<file path="src/rtl/rx_da_pkg.sv">
package rx_da_pkg;

   localparam int OCTETS = 6;
   localparam int ADDR_W = 8 * OCTETS;
   localparam logic [31:0] CRC_POLY_REFL = 32'hEDB8_8320;

   typedef enum logic [2:0] {
      SEL_MODE  = 3'd0,
      SEL_P_LO  = 3'd1,
      SEL_P_HI  = 3'd2,
      SEL_S_LO  = 3'd3,
      SEL_S_HI  = 3'd4,
      SEL_HASH  = 3'd5,
      SEL_CLR   = 3'd6,
      SEL_NONE  = 3'd7
   } cfg_sel_e;

   // One byte through the reflected CRC-32, least significant bit first.
   function automatic logic [31:0] crc_step(input logic [31:0] c, input logic [7:0] b);
      logic [31:0] r;
      r = c;
      for (int k = 0; k < 8; k++) begin
         if (r[0] ^ b[k]) r = (r >> 1) ^ CRC_POLY_REFL;
         else             r = r >> 1;
      end
      return r;
   endfunction

endpackage

</file>
<file path="src/rtl/rx_da_capture.sv">
module rx_da_capture
   import rx_da_pkg::*;
(
   input  logic              clk,
   input  logic              rst_n,
   input  logic              in_valid,
   input  logic              in_sof,
   input  logic [7:0]        in_byte,
   output logic              last_stb,
   output logic [ADDR_W-1:0] addr_nxt,
   output logic [31:0]       crc_nxt
);
   localparam int CNT_W = $clog2(OCTETS + 1);
   localparam logic [CNT_W-1:0] CNT_DONE = CNT_W'(OCTETS);
   localparam logic [CNT_W-1:0] CNT_LAST = CNT_W'(OCTETS - 1);

   logic [CNT_W-1:0]  cnt_q;
   logic [CNT_W-1:0]  pos;
   logic [31:0]       crc_q;
   logic [ADDR_W-1:0] addr_q;
   logic              take;

   assign take     = in_valid && (in_sof || (cnt_q != CNT_DONE));
   assign pos      = in_sof ? '0 : cnt_q;
   assign last_stb = in_valid && !in_sof && (cnt_q == CNT_LAST);

   always_comb begin
      crc_nxt  = crc_step(in_sof ? 32'hFFFF_FFFF : crc_q, in_byte);
      addr_nxt = in_sof ? '0 : addr_q;
      for (int i = 0; i < OCTETS; i++) begin
         if (pos == CNT_W'(i)) addr_nxt[8*i +: 8] = in_byte;
      end
   end

   always_ff @(posedge clk) begin
      if (!rst_n) begin
         cnt_q  <= CNT_DONE;
         crc_q  <= '1;
         addr_q <= '0;
      end else if (take) begin
         cnt_q  <= pos + 1'b1;
         crc_q  <= crc_nxt;
         addr_q <= addr_nxt;
      end
   end

   // a start byte always restarts the octet count
   a_r10_sof_restart: assert property (@(posedge clk) disable iff (!rst_n)
      (in_valid && in_sof) |=> (cnt_q == CNT_W'(1)));

   // once all octets are in, further non-start bytes leave the capture untouched
   a_r10_tail_ignored: assert property (@(posedge clk) disable iff (!rst_n)
      (cnt_q == CNT_DONE && !(in_valid && in_sof)) |=> ($stable(addr_q) && $stable(crc_q)));

endmodule

</file>
<file path="src/rtl/rx_da_cfg.sv">
module rx_da_cfg
   import rx_da_pkg::*;
#(
   parameter int WORD_W    = 32,
   parameter int HASH_BITS = 9
) (
   input  logic                 clk,
   input  logic                 rst_n,
   input  logic                 we,
   input  logic [2:0]           sel,
   input  logic [WORD_W-1:0]    wdata,
   input  logic [HASH_BITS-1:0] hash_idx,
   output logic                 promisc,
   output logic [ADDR_W-1:0]    sta_pri,
   output logic [ADDR_W-1:0]    sta_sec,
   output logic                 hash_hit
);
   localparam int HI_W    = ADDR_W - WORD_W;
   localparam int ENTRIES = 1 << HASH_BITS;

   logic [ENTRIES-1:0] tbl;

   assign hash_hit = tbl[hash_idx];

   always_ff @(posedge clk) begin
      if (!rst_n) begin
         promisc <= 1'b0;
         sta_pri <= '0;
         sta_sec <= '0;
         tbl     <= '0;
      end else if (we) begin
         case (cfg_sel_e'(sel))
            SEL_MODE: promisc                   <= wdata[0];
            SEL_P_LO: sta_pri[WORD_W-1:0]       <= wdata;
            SEL_P_HI: sta_pri[ADDR_W-1:WORD_W]  <= wdata[HI_W-1:0];
            SEL_S_LO: sta_sec[WORD_W-1:0]       <= wdata;
            SEL_S_HI: sta_sec[ADDR_W-1:WORD_W]  <= wdata[HI_W-1:0];
            SEL_HASH: tbl[wdata[HASH_BITS-1:0]] <= wdata[HASH_BITS];
            SEL_CLR:  tbl                       <= '0;
            default:  ;
         endcase
      end
   end

   // a clear-all write empties the table
   a_r9_clear_all: assert property (@(posedge clk) disable iff (!rst_n)
      (we && sel == SEL_CLR) |=> (tbl == '0));

   // an entry write lands at the addressed index with the requested value
   a_r5_entry_write: assert property (@(posedge clk) disable iff (!rst_n)
      (we && sel == SEL_HASH) |=> (tbl[$past(wdata[HASH_BITS-1:0])] == $past(wdata[HASH_BITS])));

   // the mode bit changes only through its own select code
   a_r1_mode_hold: assert property (@(posedge clk) disable iff (!rst_n)
      !(we && sel == SEL_MODE) |=> $stable(promisc));

endmodule

</file>
<file path="src/rtl/rx_da_match.sv">
module rx_da_match
   import rx_da_pkg::*;
#(
   parameter bit ZERO_OFF = 1'b0
) (
   input  logic [ADDR_W-1:0] addr,
   input  logic [ADDR_W-1:0] station,
   output logic              hit
);
   generate
      if (ZERO_OFF) begin : g_gated
         assign hit = (station != '0) && (addr == station);
      end else begin : g_plain
         assign hit = (addr == station);
      end
   endgenerate

endmodule

</file>
<file path="src/rtl/rx_da_filter.sv">
module rx_da_filter
   import rx_da_pkg::*;
#(
   parameter int WORD_W       = 32,
   parameter int HASH_BITS    = 9,
   parameter bit SEC_ZERO_OFF = 1'b1
) (
   input  logic              clk,
   input  logic              rst_n,
   input  logic              cfg_we,
   input  logic [2:0]        cfg_sel,
   input  logic [WORD_W-1:0] cfg_wdata,
   input  logic              rx_valid,
   input  logic              rx_sof,
   input  logic [7:0]        rx_byte,
   output logic              dec_valid,
   output logic              dec_accept
);
   localparam int NUM_STA = 2;

   generate
      if (HASH_BITS < 1 || HASH_BITS > 12) begin : g_bad_hash
         $error("HASH_BITS must be in 1..12");
      end
      if (WORD_W < 24 || WORD_W >= ADDR_W) begin : g_bad_word
         $error("WORD_W must be in 24..47");
      end
      if (HASH_BITS + 1 > WORD_W) begin : g_bad_ctl
         $error("hash control word does not fit in WORD_W");
      end
   endgenerate

   logic                 last_stb;
   logic [ADDR_W-1:0]    addr_nxt;
   logic [31:0]          crc_nxt;
   logic [31:0]          crc_fin;
   logic [HASH_BITS-1:0] hash_idx;
   logic                 promisc;
   logic                 hash_hit;
   logic [NUM_STA-1:0][ADDR_W-1:0] sta;
   logic [NUM_STA-1:0]   sta_hit;
   logic                 is_mcast;
   logic                 is_bcast;
   logic                 accept_d;
   logic                 frame_start;

   rx_da_capture u_cap (
      .clk      (clk),
      .rst_n    (rst_n),
      .in_valid (rx_valid),
      .in_sof   (rx_sof),
      .in_byte  (rx_byte),
      .last_stb (last_stb),
      .addr_nxt (addr_nxt),
      .crc_nxt  (crc_nxt)
   );

   assign crc_fin  = ~crc_nxt;
   assign hash_idx = crc_fin[31 -: HASH_BITS];

   rx_da_cfg #(.WORD_W(WORD_W), .HASH_BITS(HASH_BITS)) u_cfg (
      .clk      (clk),
      .rst_n    (rst_n),
      .we       (cfg_we),
      .sel      (cfg_sel),
      .wdata    (cfg_wdata),
      .hash_idx (hash_idx),
      .promisc  (promisc),
      .sta_pri  (sta[0]),
      .sta_sec  (sta[1]),
      .hash_hit (hash_hit)
   );

   generate
      for (genvar g = 0; g < NUM_STA; g++) begin : g_sta
         rx_da_match #(.ZERO_OFF((g != 0) && SEC_ZERO_OFF)) u_match (
            .addr    (addr_nxt),
            .station (sta[g]),
            .hit     (sta_hit[g])
         );
      end
   endgenerate

   assign is_mcast    = addr_nxt[0];
   assign is_bcast    = &addr_nxt;
   assign accept_d    = promisc || is_bcast || (is_mcast ? hash_hit : (|sta_hit));
   assign frame_start = rx_valid && rx_sof;

   always_ff @(posedge clk) begin
      if (!rst_n) begin
         dec_valid  <= 1'b0;
         dec_accept <= 1'b0;
      end else if (frame_start) begin
         dec_valid  <= 1'b0;
      end else if (last_stb) begin
         dec_valid  <= 1'b1;
         dec_accept <= accept_d;
      end
   end

   // the decision appears right after the last address octet
   a_r10_valid_rise: assert property (@(posedge clk) disable iff (!rst_n)
      last_stb |=> dec_valid);

   // a new frame withdraws the previous decision
   a_r10_sof_clear: assert property (@(posedge clk) disable iff (!rst_n)
      frame_start |=> !dec_valid);

   // a published decision holds until the next start byte
   a_r10_hold: assert property (@(posedge clk) disable iff (!rst_n)
      (dec_valid && !frame_start) |=> (dec_valid && $stable(dec_accept)));

   // broadcast is always kept
   a_r8_bcast: assert property (@(posedge clk) disable iff (!rst_n)
      (last_stb && is_bcast) |=> dec_accept);

   // promiscuous mode keeps every frame
   a_r1_promisc: assert property (@(posedge clk) disable iff (!rst_n)
      (last_stb && promisc) |=> dec_accept);

   // a zero secondary station never produces a hit
   a_r4_sec_zero: assert property (@(posedge clk) disable iff (!rst_n)
      (sta[1] == '0 && SEC_ZERO_OFF) |-> !sta_hit[1]);

endmodule

</file>
<file path="config.mk">
export PLATFORM = sky130hd
export DESIGN_NAME = rx_da_filter
export DESIGN_NICKNAME = d
export VERILOG_FILES = /design/src/rtl/rx_da_pkg.sv /design/src/rtl/rx_da_capture.sv /design/src/rtl/rx_da_cfg.sv /design/src/rtl/rx_da_match.sv /design/src/rtl/rx_da_filter.sv
export SDC_FILE = /design/constraint.sdc
export NUM_CORES = 2
export LEC_CHECK = 0
export BUFFER_PORTS_ARGS = -buffer_cell sky130_fd_sc_hd__buf_2
export CORE_MARGIN = 10
export CORE_UTILIZATION = 40
export DETAILED_ROUTE_END_ITERATION = 8
export PLACE_DENSITY = 0.52
export SYNTH_ARGS = -nofsm -noshare
export SYNTH_HDL_FRONTEND = slang
export SYNTH_SLANG_ARGS = --single-unit
</file>
<file path="constraint.sdc">
create_clock -name clk -period 4.68 [get_ports clk]
set_clock_uncertainty 0.1 [all_clocks]
set_input_delay 0.234 -clock clk [delete_from_list [all_inputs] [get_ports clk]]
set_output_delay 0.234 -clock clk [all_outputs]
set_load 0.1 [all_outputs]
</file>
==> impl_metrics.py <==
metrics = {
    "synth": {
        "synth_top_family_by_area": "compound AO/OA/AOI/OAI gates",
        "synth-edff-count": 0,
        "synthXorXnorAreaFrac_pct": 4.86,
        "syn_nets": 4917,
        "netlist_instances": 4864,
        "netlist_area_mm2": 0.0377,
        "yosysSeqAreaShare_pct": 36.8,
        "avgSynthCellArea_um2": 7.75,
        "muxShareOfSynthArea_pct": 4.14,
        "post_synth_fa_ha_maj_area_fraction_pct": 0.166,
        "synthSimpleGateAreaFrac_pct": 14.9,
        "synth.distinct_cells": 90,
        "dominantRegCellSynth": "dfxtp_1",
        "synthArstFlopShare_pct": 0,
        "yosys_register_bits": 694,
        "synth_compound_area_share_pct": 33.0,
        "yosysWarnings": 0,
    },
    "worst_setup_path": {
        "cp_data_required_time_ns": 5.13,
        "cp.arrival_ns": 4.82,
        "start_kind": "register",
        "crit_path_end_kind": "register",
        "crit_fanout": 24,
        "setup.worst_path.class": "reg2reg",
    },
    "timing": {
        "fin_crit_sh_pct": 93.4,
        "slew_headroom_pct": 6.03,
        "hold_violations": 0,
        "setup_slack_ns": 0.307,
        "fmax_ghz": 0.229,
        "slew_violations": 0,
        "tightest_slew_ns": 1.41,
        "period_needed_ns": 4.37,
        "rsz0062_at_grt": "false",
        "finalSetupTns_ns": 0,
        "finalSetupViolCount": 0,
    },
    "power": {
        "ir_worst_vdd_uv": 283,
        "powerDensity_mw_per_mm2": 437,
        "leakagePower_nw": 13.5,
    },
    "cells_and_area": {
        "layout_commonest_cell": "nand2_1",
        "drive_gt1_share_pct": 11.0,
        "num_antenna_cells": 0,
        "syn_to_final_growth_pct": 12.1,
        "nNetsFinal": 4750,
        "mostFrequentLayoutCells": "952 x nand2_1, 694 x dfxtp_1, 625 x a21boi_0, 575 x a21oi_1, 553 x o21ai_0",
    },
    "clocking": {
        "clkTransAtPathRegs_ns": 0.06,
        "ctsRootBufferMaster": "clkbuf_16",
        "cts_tree": "built",
        "cts_setup_buffers": 0,
        "cts_resized": 0,
        "clk_latency_ns": 0.66,
        "cts_num_sinks": 694,
        "clockBufferDepth": 3,
        "htree_levels": 3,
        "cts_buffers": 83,
    },
    "global_route": {
        "grt_usage_pct": 28.3,
        "grt_pass1_wl_um": 235000,
        "overflow": 0,
        "grt_start_max_net_pins": 222,
        "grt_antenna_before_repair": 4,
        "grt_pass1_vias": 34300,
    },
    "route": {
        "vias": 36700,
        "drcViolationCount": 0,
        "maxUsedRoutingLayer": "met5",
        "wire_per_inst_um": 26.4,
        "drtIter0Drc": 4390,
        "drt-total-wl_um": 158000,
        "met3_length_um": 12100,
        "met2_length_um": 72700,
        "ant_nets": 0,
        "drt-pass1-iter-count": 6,
        "drt-vias-per-instance": 6.11,
        "wl_met1_um": 65800,
    },
    "floorplan": {
        "die-area_mm2": 0.107,
        "core_mm2": 0.0935,
        "start_util_pct": 40.3,
        "core.rowCount": 112,
        "dieHeight_um": 327,
        "ios": 50,
        "die_x_um": 327,
    },
    "placed_design": {
        "gp_congestion": 0.934,
        "portBuffers": 49,
        "hpwl_um": 93800,
        "pre_cts_slack_ns": 0.321,
    },
    "hold_path": {
        "hold_class": "in2reg",
    },
    "run": {
        "drv_cap": 0,
    },
    "run_status": {
        "status": "finished clean",
    },
}
-- timing repair --
item                                    in CTS  in global routing
hold buffers                                37                  0
hold endpoints to repair                   101                  0
endpoints found under the setup margin       0                  0
-- power by group --
group | switching, mW | internal (mW) | leakage (nW)
clock network | 2.80 | 3.70 | 1.30
logic | 3.95 | 1.93 | 6.58
registers | 0.0791 | 6.00 | 5.61
-- sequential cells by signal, indices dropped and copies added (netlist names), 3 cells and up --
signal	cells
u_cfg.sta_pri	48
u_cfg.sta_sec	48
u_cap.addr_q	48
u_cap.cnt_q	3
u_cfg.tbl	512
u_cap.crc_q	32
-- cells in the mapped netlist (8+ instances only) --
| cell | instances | area, um^2 |
|---|---|---|
| a31oi_1 | 19 | 119 |
| clkbuf_1 | 465 | 1750 |
| nand2b_1 | 10 | 62.6 |
| nor3_1 | 22 | 110 |
| a311oi_1 | 8 | 70.1 |
| a21oi_1 | 575 | 2880 |
| nor4_1 | 37 | 231 |
| mux4_2 | 41 | 923 |
| nand3_1 | 80 | 400 |
| nor2_1 | 122 | 458 |
| nand2_1 | 952 | 3570 |
| xor2_1 | 65 | 569 |
| buf_4 | 10 | 75.1 |
| o211ai_1 | 50 | 375 |
| mux2i_1 | 57 | 571 |
| dfxtp_1 | 694 | 13900 |
| nand4_1 | 30 | 188 |
| o211a_1 | 25 | 250 |
| a21boi_0 | 625 | 4690 |
| buf_1 | 9 | 33.8 |
| buf_2 | 33 | 165 |
| and3_1 | 16 | 100 |
| xnor2_1 | 111 | 972 |
| o21ai_0 | 553 | 2770 |
| a221o_1 | 8 | 80.1 |
| a22oi_1 | 34 | 255 |
| a221oi_1 | 32 | 280 |
| o2111ai_1 | 10 | 87.6 |
| a32oi_1 | 8 | 70.1 |
| nor3b_1 | 14 | 105 |
| xnor3_1 | 9 | 203 |
| a22o_1 | 8 | 70.1 |
-- worst max-delay path, cell delays in order (launching register included) --
cell      delay [ns]
dfxtp_1         0.50
buf_4           0.22
xnor2_1         0.10
o21ai_1         0.40
nand2_4         0.16
xnor3_4         0.65
buf_4           0.41
mux4_2          0.38
a22o_1          0.24
a311oi_1        0.45
a211o_1         0.17
nand4_1         0.08
a211oi_1        0.30
a21oi_1         0.09
-- cells by family after synthesis --
| group | count (synthesis) |
|---|---|
| compound gates | 2002 |
| xor+xnor | 190 |
| fa+ha+maj | 5 |
| buf+inv | 538 |
| flops | 694 |
| mux | 104 |
| simple gates | 1331 |
-- final cells by class --
cell class | count | area (um^2)
inverters | 5 | 18.8
flip-flops and latches | 694 | 13900
multi-input cells | 3632 | 21800
clock inverters | 25 | 285
repair buffers | 281 | 2300
fillers | 9382 | 51200
well taps | 1254 | 1570
clock buffers | 118 | 2370
-- routing by layer --
layer	up-vias	track usage [%]
met3	436	4.71
met5	-	0
met4	6	12.6
met2	1719	45.6
met1	17800	37.0
li1	16700	-
-- final timing paths --
path              cells past startpoint        startpoint               end  slack (ns)
setup reg to reg                     13    u_cap.crc_q[0]        dec_accept        0.31
hold / removal                        2             rst_n    u_cfg.tbl[134]       0.007
setup / recovery                     13    u_cap.crc_q[0]        dec_accept        0.31
hold reg to reg                       2  u_cap.addr_q[42]  u_cap.addr_q[42]        0.36
-- through the flow --
step                      utilization (%)  instance area, um^2  hold WS (ns)  power, mW  cells
after floorplan                         -                37700         0.279       9.67   4864
after global placement               42.0                39300         0.353       11.9   5829
after detailed placement             42.0                39300         0.357       11.9   5829
after CTS                            45.2                42300        0.0331       18.4   6009
after global routing                 45.2                42300        0.0667       18.9   6009
final                                45.2                42300       0.00708       18.5   6009
Note: power is estimated with default switching activity, not from simulation.
